<file path="src/rtl/ld_fmt_pkg.sv">
package ld_fmt_pkg;
  typedef enum logic [2:0] {
    OP_LDB   = 3'd0,
    OP_LDH   = 3'd1,
    OP_LDW   = 3'd2,
    OP_LDD   = 3'd3,
    OP_UNPK2 = 3'd4,
    OP_UNPK4 = 3'd5,
    OP_ALNB  = 3'd6,
    OP_ALNH  = 3'd7
  } ld_op_e;
endpackage

</file>
<file path="src/rtl/ld_fmt_extend.sv">
module ld_fmt_extend
  import ld_fmt_pkg::*;
#(
  parameter int DW = 64
) (
  input  ld_op_e          op,
  input  logic            sign_ext,
  input  logic [DW-1:0]   rd_data,
  output logic [DW-1:0]   res
);
  localparam int HW = DW / 2;
  localparam int BW = 8;
  localparam int SW = 16;

  logic b_msb, h_msb;
  assign b_msb = sign_ext & rd_data[BW-1];
  assign h_msb = sign_ext & rd_data[SW-1];

  always_comb begin
    case (op)
      OP_LDB:  res = {{HW{1'b0}}, {(HW-BW){b_msb}}, rd_data[BW-1:0]};
      OP_LDH:  res = {{HW{1'b0}}, {(HW-SW){h_msb}}, rd_data[SW-1:0]};
      OP_LDW:  res = {{HW{1'b0}}, rd_data[HW-1:0]};
      default: res = rd_data;
    endcase
  end
endmodule

</file>
<file path="src/rtl/ld_fmt_unpack.sv">
module ld_fmt_unpack #(
  parameter int DW = 64
) (
  input  logic              wide,
  input  logic              sign_ext,
  input  logic [DW/2-1:0]   rd_lo,
  output logic [DW-1:0]     res
);
  localparam int BW    = 8;
  localparam int LW    = 2 * BW;
  localparam int LANES = DW / LW;

  for (genvar g = 0; g < LANES; g++) begin : g_lane
    logic [BW-1:0] byte_in;
    logic          lane_on;
    assign byte_in = rd_lo[g*BW +: BW];
    assign lane_on = (g < LANES / 2) ? 1'b1 : wide;
    assign res[g*LW +: LW] = lane_on ? {{BW{sign_ext & byte_in[BW-1]}}, byte_in}
                                     : '0;
  end
endmodule

</file>
<file path="src/rtl/ld_fmt_align.sv">
module ld_fmt_align #(
  parameter int DW = 64
) (
  input  logic            half,
  input  logic [15:0]     ins,
  input  logic [DW-1:0]   old_dst,
  output logic [DW-1:0]   res
);
  always_comb begin
    if (half) res = {ins, old_dst[DW-1:16]};
    else      res = {ins[7:0], old_dst[DW-1:8]};
  end
endmodule

</file>
<file path="src/rtl/ld_fmt_unit.sv">
module ld_fmt_unit
  import ld_fmt_pkg::*;
#(
  parameter int DW = 64
) (
  input  logic            clk,
  input  logic            rst,
  input  logic            in_valid,
  input  logic [2:0]      op,
  input  logic            sign_ext,
  input  logic [DW-1:0]   rd_data,
  input  logic [DW-1:0]   old_dst,
  output logic            out_valid,
  output logic [DW-1:0]   out_data
);
  ld_op_e        op_e;
  logic [DW-1:0] ext_res, unp_res, aln_res, nxt;

  assign op_e = ld_op_e'(op);

  ld_fmt_extend #(.DW(DW)) u_ext (
    .op(op_e), .sign_ext(sign_ext), .rd_data(rd_data), .res(ext_res)
  );

  ld_fmt_unpack #(.DW(DW)) u_unp (
    .wide(op_e == OP_UNPK4), .sign_ext(sign_ext),
    .rd_lo(rd_data[DW/2-1:0]), .res(unp_res)
  );

  ld_fmt_align #(.DW(DW)) u_aln (
    .half(op_e == OP_ALNH), .ins(rd_data[15:0]),
    .old_dst(old_dst), .res(aln_res)
  );

  always_comb begin
    case (op_e)
      OP_UNPK2, OP_UNPK4: nxt = unp_res;
      OP_ALNB, OP_ALNH:   nxt = aln_res;
      default:            nxt = ext_res;
    endcase
  end

  always_ff @(posedge clk) begin
    if (rst) begin
      out_valid <= 1'b0;
      out_data  <= '0;
    end else begin
      out_valid <= in_valid;
      if (in_valid) out_data <= nxt;
    end
  end
endmodule

</file>
<file path="config.mk">
export PLATFORM = sky130hd
export DESIGN_NAME = ld_fmt_unit
export DESIGN_NICKNAME = d
export VERILOG_FILES = /design/src/rtl/ld_fmt_pkg.sv /design/src/rtl/ld_fmt_extend.sv /design/src/rtl/ld_fmt_unpack.sv /design/src/rtl/ld_fmt_align.sv /design/src/rtl/ld_fmt_unit.sv
export SDC_FILE = /design/constraint.sdc
export NUM_CORES = 1
export LEC_CHECK = 0
export BUFFER_PORTS_ARGS = -buffer_cell sky130_fd_sc_hd__buf_4
export CAP_MARGIN = 20
export CELL_PAD_IN_SITES_DETAIL_PLACEMENT = 0
export CELL_PAD_IN_SITES_GLOBAL_PLACEMENT = 1
export CORE_UTILIZATION = 41
export DETAILED_ROUTE_END_ITERATION = 12
export PLACE_DENSITY_LB_ADDON = 0.1
export SYNTH_ARGS = -nofsm -noshare
export SYNTH_HDL_FRONTEND = slang
export SYNTH_HIERARCHICAL = 1
export SYNTH_SLANG_ARGS = --single-unit
export TNS_END_PERCENT = 30
</file>
<file path="constraint.sdc">
create_clock -name clk -period 2.5 [get_ports clk]
set_clock_uncertainty 0.15 [all_clocks]
set_input_delay 0.25 -clock clk [delete_from_list [all_inputs] [get_ports clk]]
set_output_delay 0.25 -clock clk [all_outputs]
set_load 0.05 [all_outputs]
</file>
[Yosys cells after proc, flatten, opt, wreduce, memory -nomap -nowiden]
Cells that the tools add are included.
Word-level totals
  register bits: 65
  output and inout port bits: 65
  logic and storage cells: 20
Operators by class
  equality and inequality tests: 6
  mux-type cells: 5
  bitwise logic cells: 4
  reduce and logical (&&, ||, !) cells: 3
Operators with widths (count)
  64-bit one-hot mux with 3 select lines: 1
  64-bit one-hot mux with 2 select lines: 1
  64-bit two-way mux: 1
  16-bit two-way mux: 2
  3-bit == test, second input constant: 4
  1-bit AND: 4
  2-bit OR reduction: 2
  3-bit by 1-bit == test with 1-bit output, second input constant: 1
  3-bit by 2-bit == test with 1-bit output, second input constant: 1
  3-bit zero test: 1

[Depth between registers and ports, before layout]
Gate-level depths: netlist of run 1.
  word-level depth: 3
  depth in mapped cells: 9

[By module]
The synthesis of run 1 kept the hierarchy.
By module, submodules not included
  ld_fmt_unit: instances 1, cells each 376, area each 4433.0 µm²
  ld_fmt_align: instances 1, cells each 71, area each 1077.3 µm²
  ld_fmt_extend: instances 1, cells each 102, area each 694.4 µm²
  ld_fmt_unpack: instances 1, cells each 65, area each 484.2 µm²

[Worst setup path before layout of run 1]
No wires, ideal clock.
  path type: input -> register
  from: input port op[1]
  to: register out_data[2]
  library setup time: 0.129 ns
  arrival time: 1.723 ns
  path slack: 0.498 ns
  stages on the path: 9
  buffers on the path: 5
  cells stage by stage: buf_2 > buf_6 > buf_6 > and3_1 > buf_6 > buf_12 > mux2_4 > mux2i_1 > o221ai_2
On the way
  word-level cells in the longest chain between the ends: 3
Ends and longest elaborated chain
  from (decl): RTL line ld_fmt_unit.sv:9  | input logic [2:0] op,
  3-bit == test: RTL line ld_fmt_unit.sv:31  | .half(op_e == OP_ALNH), .ins(rd_data[15:0]),
  64-bit two-way mux: RTL line ld_fmt_align.sv:10  | if (half) res = {ins, old_dst[DW-1:16]};
  via aln_res[2]: RTL line ld_fmt_unit.sv:17  | logic [DW-1:0] ext_res, unp_res, aln_res, nxt;
  64-bit one-hot mux with 2 select lines: RTL line ld_fmt_unit.sv:36  | case (op_e)
  to (signal assigned): RTL line ld_fmt_unit.sv:49  | if (in_valid) out_data <= nxt;
  to (decl): RTL line ld_fmt_unit.sv:14  | output logic [DW-1:0] out_data
The timed path passes the listed nets, and every way through them passes these cells.
A chain may end at the register's enable or synchronous reset.

[Final worst setup path of run 1]
  from: input port op[0]
  to: register out_data[63]
On the way
  word-level cells in the longest chain between the ends: 3
Ends and longest elaborated chain
  3-bit by 2-bit == test with 1-bit output, or another cell as far along: RTL line ld_fmt_extend.sv:20  | case (op)
  64-bit one-hot mux with 3 select lines, or another cell as far along: RTL line ld_fmt_extend.sv:20
  64-bit one-hot mux with 2 select lines (*): RTL line ld_fmt_unit.sv:36
Every way passes the cells marked *; elsewhere a longest branch is shown, timed or not.

==> qor.yml, run 1 <==
place:
  dp_hpwl_um: 14600
  dp_cells: 918
  numPortBuffers: 191
  place_ws_ns: 0.342
  gp_congestion: 0.771
die:
  die_h_um: 130
  start_util_pct: 42.1
  core.rowCount: 46
  fp.dieW_um: 130
  core_um2: 15900
  dieArea_um2: 16800
  io_pins: 200
routing:
  dr.pass1.iters: 4
  via_count: 4991
  wl_met1_um: 9280
  vias_per_cell: 5.37
  met2_length_um: 9260
  ant_nets: 0
  drt_iter0_drc: 257
  wl_per_cell_um: 21.1
  maxUsedRoutingLayer: "met4"
  wirelength_um: 19600
  drc: 0
  wl_met3_um: 793
final_layout:
  layout-drive-gt1-share_pct: 52.7
  final_cell_mix: "204 x buf_4, 73 x mux2i_1, 65 x dfxtp_1, 64 x nand2b_1"
  nets: 848
  syn_to_final_growth_pct: 17.1
  layout.cells.non_filler: 930
  diodes: 0
  final_common_cell: "buf_4"
  utilization_pct: 49.3
clocking:
  cts_setup_buffers: 0
  cts_root_buffer: "clkbuf_16"
  tritoncts: "yes"
  htree_levels: 3
  cts_resized: 0
  clock_latency_ns: 0.34
  cts_buffers: 9
  cts_sinks: 65
  clk_pin_slew_worst_paths_ns: 0.05
  max-clock-path-buffers: 2
  hold_buffers: 0
timing:
  layout_setup_ws_ns: 0.700
  maxSlewHeadroom_pct: 37.0
  drv_slew: 0
  min_period_ns: 1.80
  setup_viol: 0
  timing.setup.tns_ns: 0
  tightest_slew_ns: 0.941
  hold_viol_final: 0
  period_share_pct: 72.0
  rsz0062_at_grt: "false"
  fmax_ghz: 0.556
synth:
  synth-seq-cells: 65
  ys_seq_area_share_pct: 19.5
  synth_warnings: 6
  ys_types: 33
  synthCells: 614
  netlist_top_cells_area: "dfxtp_1 19%, mux2_4 13%, o221ai_2 13%"
  yosys.area.top_type_share_pct: 19.5
  synth_area_leader_cell: "dfxtp_1"
  avgSynthCellArea_um2: 10.9
  netlist_area_um2: 6690
  synth.net_count: 749
critical_path:
  cp.required_ns: 2.61
  path_class: "input port to flop"
  start_kind: "input port"
  crit_family: "simple AND/OR/NAND/NOR gates"
  cpMaxStageDelayCell: "nor2_1"
  worstPathMaxFanout: 18
  worst_setup_path_end_kind: "flop"
  crit_arrival_ns: 1.91
  cp.buffers_inverters: 1
  critPathLaunch: "op[0]"
  reg2reg_from: "out_data[51]$_SDFFE_PP0P_"
  cp_cell_sequence: "buf_4, nand2_1, nor2_1, and3_2, mux2i_1, o221ai_2"
  slowest_delay_ns: 0.71
worst_hold_path:
  min_from: "rd_data[6]"
  hold_path_class: "input port to flop"
power:
  pwr-share-seq_pct: 32.5
  p_sw_mw: 1.18
  power_leakage_nw: 3.26
  p_comb_share_pct: 34.7
  p_int_mw: 2.35
  vdd_drop_max_uv: 308
  power.share.clock_pct: 32.8
  powerDensity_nw_per_um2: 451
  swShare_pct: 33.4
grt:
  grt_overflow: 0
  grt_first_pass_wirelength_um: 29500
  grt_pass1_vias: 4927
  antenna_found_initial: 0
  grt_max_degree: 72
  globalRouteTotalUtil_pct: 23.6
flow_run:
  max_cap_violations: 0
status:
  outcome: "complete, no violations"
==> synthesized netlist by cell type, drive strengths merged <==
library cell	number
or4bb	5
nor2b	21
dfxtp	65
nor2	1
inv	8
nand2	2
nor3	1
o21ai	32
o221ai	64
mux2	64
dlygate4sd1	1
and2	18
a21oi	1
nand4bb	59
buf	103
and2b	12
clkbuf	15
nand2b	64
or3b	1
mux2i	73
nand3b	1
and3	3
==> registers in the layout (all words and copies together), names as in the netlist <==
register / flops
out_data: 64
out_valid: 1
==> per-stage QoR <==
step	instance area (um2)	hold slack [ns]	power, mW
5_1_grt	7830	0.101	3.69
4_1_cts	7830	0.0773	3.57
3_3_place_gp	7570	0.363	2.39
2_1_floorplan	6690	0.375	2.06
6_report	7830	0.0857	3.53
3_5_place_dp	7570	0.368	2.40
==> power by group through the flow <==
stage / clock network [mW] / registers (mW) / logic [mW]
floorplan: 0 / 1.40 / 0.666
detailed placement: 0 / 1.17 / 1.23
global placement: 0 / 1.17 / 1.22
global route: 1.23 / 1.15 / 1.30
finish: 1.16 / 1.15 / 1.23
CTS: 1.19 / 1.15 / 1.23
==> cell families after synthesis <==
family | count (synthesis) | synth area share (%)
simple gates | 188 | 23.3
compound gates | 97 | 17.1
mux | 137 | 25.1
flops | 65 | 19.5
buf+inv | 127 | 15.2
==> worst reg2reg max path: stages, from the launching register on <==
cell and delay, ns:
dfxtp_1 0.38, nand2b_1 0.09, o221ai_2 0.15
==> cell type report <==
class,count,area (um2)
repair buffers,207,1590
well taps,216,270
flip-flops and latches,65,1300
multi-input cells,422,4380
inverters,8,30.0
clock inverters,1,5.00
clock buffers,11,253
fillers,1545,8060
==> per-layer routing <==
metal	vias to the layer above	track usage (%)
met1	2415	32.4
li1	2436	-
met5	-	0
met4	0	7.05
met3	17	4.10
met2	123	37.8
==> worst paths after layout <==
kind                                                  end  slack [ns]  cells after the start
worst max-delay path            out_data[63]$_SDFFE_PP0P_        0.70                      6
worst min-delay path             out_data[6]$_SDFFE_PP0P_        0.09                      3
worst max register to register  out_data[51]$_SDFFE_PP0P_        1.65                      2
worst min register to register   out_data[2]$_SDFFE_PP0P_        0.37                      2
Note: power is estimated with default switching activity, not from simulation.
==> run 2: changes to the inputs <==
Settings changed: ABC_AREA set to 1, CORE_UTILIZATION 41 to 33.
Clock period 2.5 ns to 1.75 ns, I/O delays scaled along.
==> qor.yml, run 2 <==
status:
  outcome: "complete, no violations"
place:
  place_ws_ns: -0.0644
  numPortBuffers: 191
  dp_hpwl_um: 14900
  postPlaceCellArea_um2: 6860
  gp_congestion: 0.813
routing:
  wirelength_um: 21300
  dr.pass1.iters: 5
  drt_iter0_drc: 465
  ant_nets: 0
  drc: 0
  via_count: 6544
  vias_per_cell: 4.68
  wl_per_cell_um: 15.2
clocking:
  cts_root_buffer: "clkbuf_16"
  max-clock-path-buffers: 2
  htree_levels: 3
  cts_sinks: 65
  cts_buffers: 9
  cts_resized: 0
  clk_pin_slew_worst_paths_ns: 0.06
  tritoncts: "yes"
  cts_setup_buffers: 0
  clock_latency_ns: 0.34
synth:
  synth-edff-count: 0
  netlist_area_um2: 5820
  yosys.area.top_type_share_pct: 27.8
  synth_most_common_cell: "nand2_1"
  synth.net_count: 1205
  ys_seq_area_share_pct: 22.3
  synth_warnings: 6
  synthCells: 1070
  yosys-top-cells-count: "432 x nand2_1, 164 x nor2_1, 144 x nand3_1"
  avgSynthCellArea_um2: 5.44
  synth_flop_cell: "dfxtp_1"
  synth-seq-cells: 65
  async_flop_share_pct: 0
  ys_types: 19
  netlist_top_cells_area: "nand2_1 28%, dfxtp_1 22%, nand3_1 12%"
  synth_area_leader_cell: "nand2_1"
final_layout:
  nets: 1303
  final_area_um2: 7160
  syn_to_final_growth_pct: 22.9
  seq_area_um2: 1300
  reg_top3: "out_data (64), out_valid (1)"
  fill_cells: 2043
  final_common_cell: "nand2_1"
  multi_input_area_um2: 3370
  final_cell_mix: "432 x nand2_1, 210 x buf_4, 162 x nor2_1, 144 x nand3_1, 65 x dfxtp_1"
  diodes: 0
  largest-register: "out_data"
  largest_register_ffs: 64
  layout-drive-gt1-share_pct: 21.0
critical_path:
  reg2reg_slack_ns: 0.95
  worst_setup_path_end_kind: "flop"
  start_kind: "input port"
  path_class: "input port to flop"
  cp.required_ns: 1.88
  crit_arrival_ns: 1.62
  worstPathMaxFanout: 33
timing:
  period_share_pct: 85.0
  hold_viol_final: 0
  drv_slew: 0
  rsz0062_at_grt: "false"
  hold_ws_ns: 0.0402
  setup_viol: 0
  tightest_slew_ns: 0.696
  timing.setup.tns_ns: 0
  layout_setup_ws_ns: 0.262
  min_period_ns: 1.49
  maxSlewHeadroom_pct: 53.6
  fmax_ghz: 0.672
flow_run:
  max_cap_violations: 0
grt:
  grt_first_pass_wirelength_um: 32700
  antenna_found_initial: 0
  grt_pass1_vias: 5842
  grt_overflow: 0
  grt_max_degree: 65
  globalRouteTotalUtil_pct: 23.3
die:
  die_h_um: 135
  io_pins: 200
  fp.dieW_um: 135
  core_um2: 17200
  dieArea_um2: 18200
  core.rowCount: 48
  start_util_pct: 33.8
power:
  vdd_drop_max_uv: 431
  power_mw: 5.19
  power_leakage_nw: 4.13
  powerDensity_nw_per_um2: 724
worst_hold_path:
  hold_path_class: "input port to flop"
-- run 2: cell count changes after synthesis, sizes merged, moves of 12 or more --
cell and change:
and2 -18, and2b -12, inv +53, mux2 -64
mux2i -73, nand2 +436, nand2b -64, nand3 +145
nand4bb -59, nor2 +164, nor2b -21, o21ai +32
o221ai -64
-- run 2: per-stage QoR --
step,std cells,utilization [%]
6_report,1398,41.5
5_1_grt,1398,41.5
4_1_cts,1398,41.5
3_5_place_dp,1381,39.8
3_3_place_gp,1381,39.8
2_1_floorplan,1070,-
-- run 2: worst paths after layout --
path	startpoint	endpoint	cells past startpoint
max reg2reg	out_data[56]$_SDFFE_PP0P_	out_data[56]$_SDFFE_PP0P_	2
max	op[1]	out_data[35]$_SDFFE_PP0P_	10
min	rd_data[4]	out_data[4]$_SDFFE_PP0P_	5
min reg2reg	out_data[55]$_SDFFE_PP0P_	out_data[55]$_SDFFE_PP0P_	2
-- run 2: layout make-up --
type | instances | share of cell area, %
Multi-Input combinational cell | 815 | 47.1
Timing Repair Buffer | 216 | 23.6
Sequential cell | 65 | 18.2
Tap cell | 225 | 3.93
Clock buffer | 13 | 3.50
Inverter | 61 | 3.20
Clock inverter | 3 | 0.559
-- run 2: worst max-delay path, stage by stage --
cell and delay (ns):
buf_4 0.14, inv_2 0.05, nor3_2 0.30, buf_4 0.40
nand2_1 0.17, nand2_1 0.10, nand3_1 0.07, nand2_1 0.09
nor2_1 0.04, nor2_1 0.07
-- run 2: logic make-up (layout without fill, tap and decap cells) --
family          count (synthesis)  after routing  synth area share [%]
compound gates                 65             65                  5.65
buf+inv                       190            293                  20.0
flops                          65             65                  22.3
simple gates                  750            750                  52.0
-- run 2: timing repair --
item / 4_1_cts / 5_1_grt
hold buffers: 1 / 0
hold endpoints to repair: 1 / 0
setup endpoints to repair: 0 / 0
-- run 2: report_power, final --
group | switching, mW | internal (mW) | total [mW] | leakage [nW]
clock | 0.706 | 1.14 | 1.85 | 0.144
sequential | 0.0513 | 1.59 | 1.64 | 0.539
combinational | 1.09 | 0.606 | 1.70 | 3.45
-- run 2: routing by layer --
metal,GRT usage [%],vias to the layer above,part of all wire [%]
met3,3.19,17,5.9
met5,0,-,0
met4,6.30,0,1.1
li1,-,3443,-
met2,36.6,195,46
met1,33.2,2889,47
==> run 3: changes to the inputs <==
Settings changed: CORE_MARGIN set to 3, REMOVE_ABC_BUFFERS set to 1.
==> qor.yml, run 3 (same netlist as run 2, synthesis figures left out) <==
clocking:
  clock_latency_ns: 0.34
  clk_pin_slew_worst_paths_ns: 0.06
  cts_root_buffer: "clkbuf_16"
  cts_setup_buffers: 0
  htree_levels: 3
  max-clock-path-buffers: 2
  cts_buffers: 9
  tritoncts: "yes"
  cts_sinks: 65
die:
  dieArea_um2: 19300
  die_h_um: 139
  start_util_pct: 34.4
  fp.dieW_um: 139
  io_pins: 200
  core_um2: 16900
  core.rowCount: 47
critical_path:
  path_class: "input port to flop"
  cp.required_ns: 1.88
  start_kind: "input port"
  crit_arrival_ns: 1.48
  worstPathMaxFanout: 5
  worst_setup_path_end_kind: "flop"
routing:
  wl_met1_um: 9750
  drc: 0
  vias_per_cell: 4.64
  drt_iter0_drc: 374
  via_count: 6485
  ant_nets: 0
  maxUsedRoutingLayer: "met4"
  wl_per_cell_um: 14.9
  met2_length_um: 9550
  wl_met3_um: 1270
  wirelength_um: 20800
  dr.pass1.iters: 5
final_layout:
  diodes: 0
  multi_input_area_um2: 3370
  nets: 1307
  largest-register: "out_data"
  final_cell_mix: "432 x nand2_1, 208 x buf_4, 164 x nor2_1, 144 x nand3_1, 65 x dfxtp_1"
  syn_to_final_growth_pct: 25.3
  largest_register_ffs: 64
  layout-drive-gt1-share_pct: 21.2
  final_common_cell: "nand2_1"
  utilization_pct: 43.1
  fill_cells: 1951
  seq_area_um2: 1300
  reg_top3: "out_data (64), out_valid (1)"
grt:
  grt_overflow: 0
  antenna_found_initial: 0
  grt_max_degree: 93
  grt_pass1_vias: 6095
  grt_first_pass_wirelength_um: 32800
  globalRouteTotalUtil_pct: 20.9
timing:
  hold_viol_final: 0
  tightest_slew_ns: 0.762
  fmax_ghz: 0.744
  maxSlewHeadroom_pct: 49.2
  period_share_pct: 76.8
  drv_slew: 0
  timing.setup.tns_ns: 0
  setup_viol: 0
  rsz0062_at_grt: "false"
  min_period_ns: 1.34
power:
  powerDensity_nw_per_um2: 734
  vdd_drop_max_uv: 465
  power_leakage_nw: 4.20
worst_hold_path:
  hold_path_class: "input port to flop"
place:
  gp_congestion: 0.779
  numPortBuffers: 191
  dp_hpwl_um: 13500
status:
  outcome: "complete, no violations"
flow_run:
  max_cap_violations: 0
[run 3: area by class of cell]
cell class / count / share of cell area (%)
clock inverters: 1 / 0.411
clock buffers: 15 / 4.08
repair buffers: 220 / 24.5
inverters: 61 / 3.14
multi-input cells: 815 / 46.2
well taps: 220 / 3.77
flip-flops and latches: 65 / 17.8
[run 3: per-stage QoR]
step / cell area, um2 / setup slack [ns] / cells / power, mW / hold WS, ns
finish: 7300 / 0.405 / 1397 / 5.36 / 0.0200
global route: 7300 / 0.286 / 1397 / 5.66 / 0.0491
CTS: 7300 / 0.411 / 1397 / 5.45 / 0.0121
detailed placement: 6960 / 0.0510 / 1380 / 3.39 / 0.205
global placement: 6960 / 0.0657 / 1380 / 3.38 / 0.201
floorplan: 4890 / -4.53 / 941 / 2.60 / 0.0962
[run 3: worst max-delay path, cell delays in order]
cell,delay (ns)
buf_4,0.15
inv_2,0.07
nor3_2,0.24
nand2_1,0.11
nor2_1,0.21
buf_4,0.19
nand3_1,0.08
nand2_1,0.12
nor2_1,0.05
nor2_1,0.07
[run 3: layer usage]
| metal | track usage (%) | vias up |
|---|---|---|
| li1 | - | 3452 |
| met1 | 27.9 | 2861 |
| met2 | 34.5 | 162 |
| met3 | 5.72 | 10 |
| met4 | 3.66 | 0 |
| met5 | 0 | - |
[run 3: worst paths after layout]
check	start	end	slack, ns	cells after the start
worst max-delay path	op[2]	out_data[60]$_SDFFE_PP0P_	0.41	10
worst min-delay path	rd_data[2]	out_data[2]$_SDFFE_PP0P_	0.02	5
worst max register to register	out_data[28]$_SDFFE_PP0P_	out_data[28]$_SDFFE_PP0P_	0.94	2
worst min register to register	out_data[51]$_SDFFE_PP0P_	out_data[51]$_SDFFE_PP0P_	0.35	2
[run 3: timing repair]
action / 4_1_cts / 5_1_grt
hold buffers: 1 / 0
resized for setup: 0 / 0
hold endpoints to repair: 1 / 0
[run 3: power by group]
group | internal, mW | switching [mW] | total, mW
sequential | 1.59 | 0.0530 | 1.64
combinational | 0.624 | 1.08 | 1.70
clock | 1.30 | 0.716 | 2.02
total | 3.51 | 1.85 | 5.36
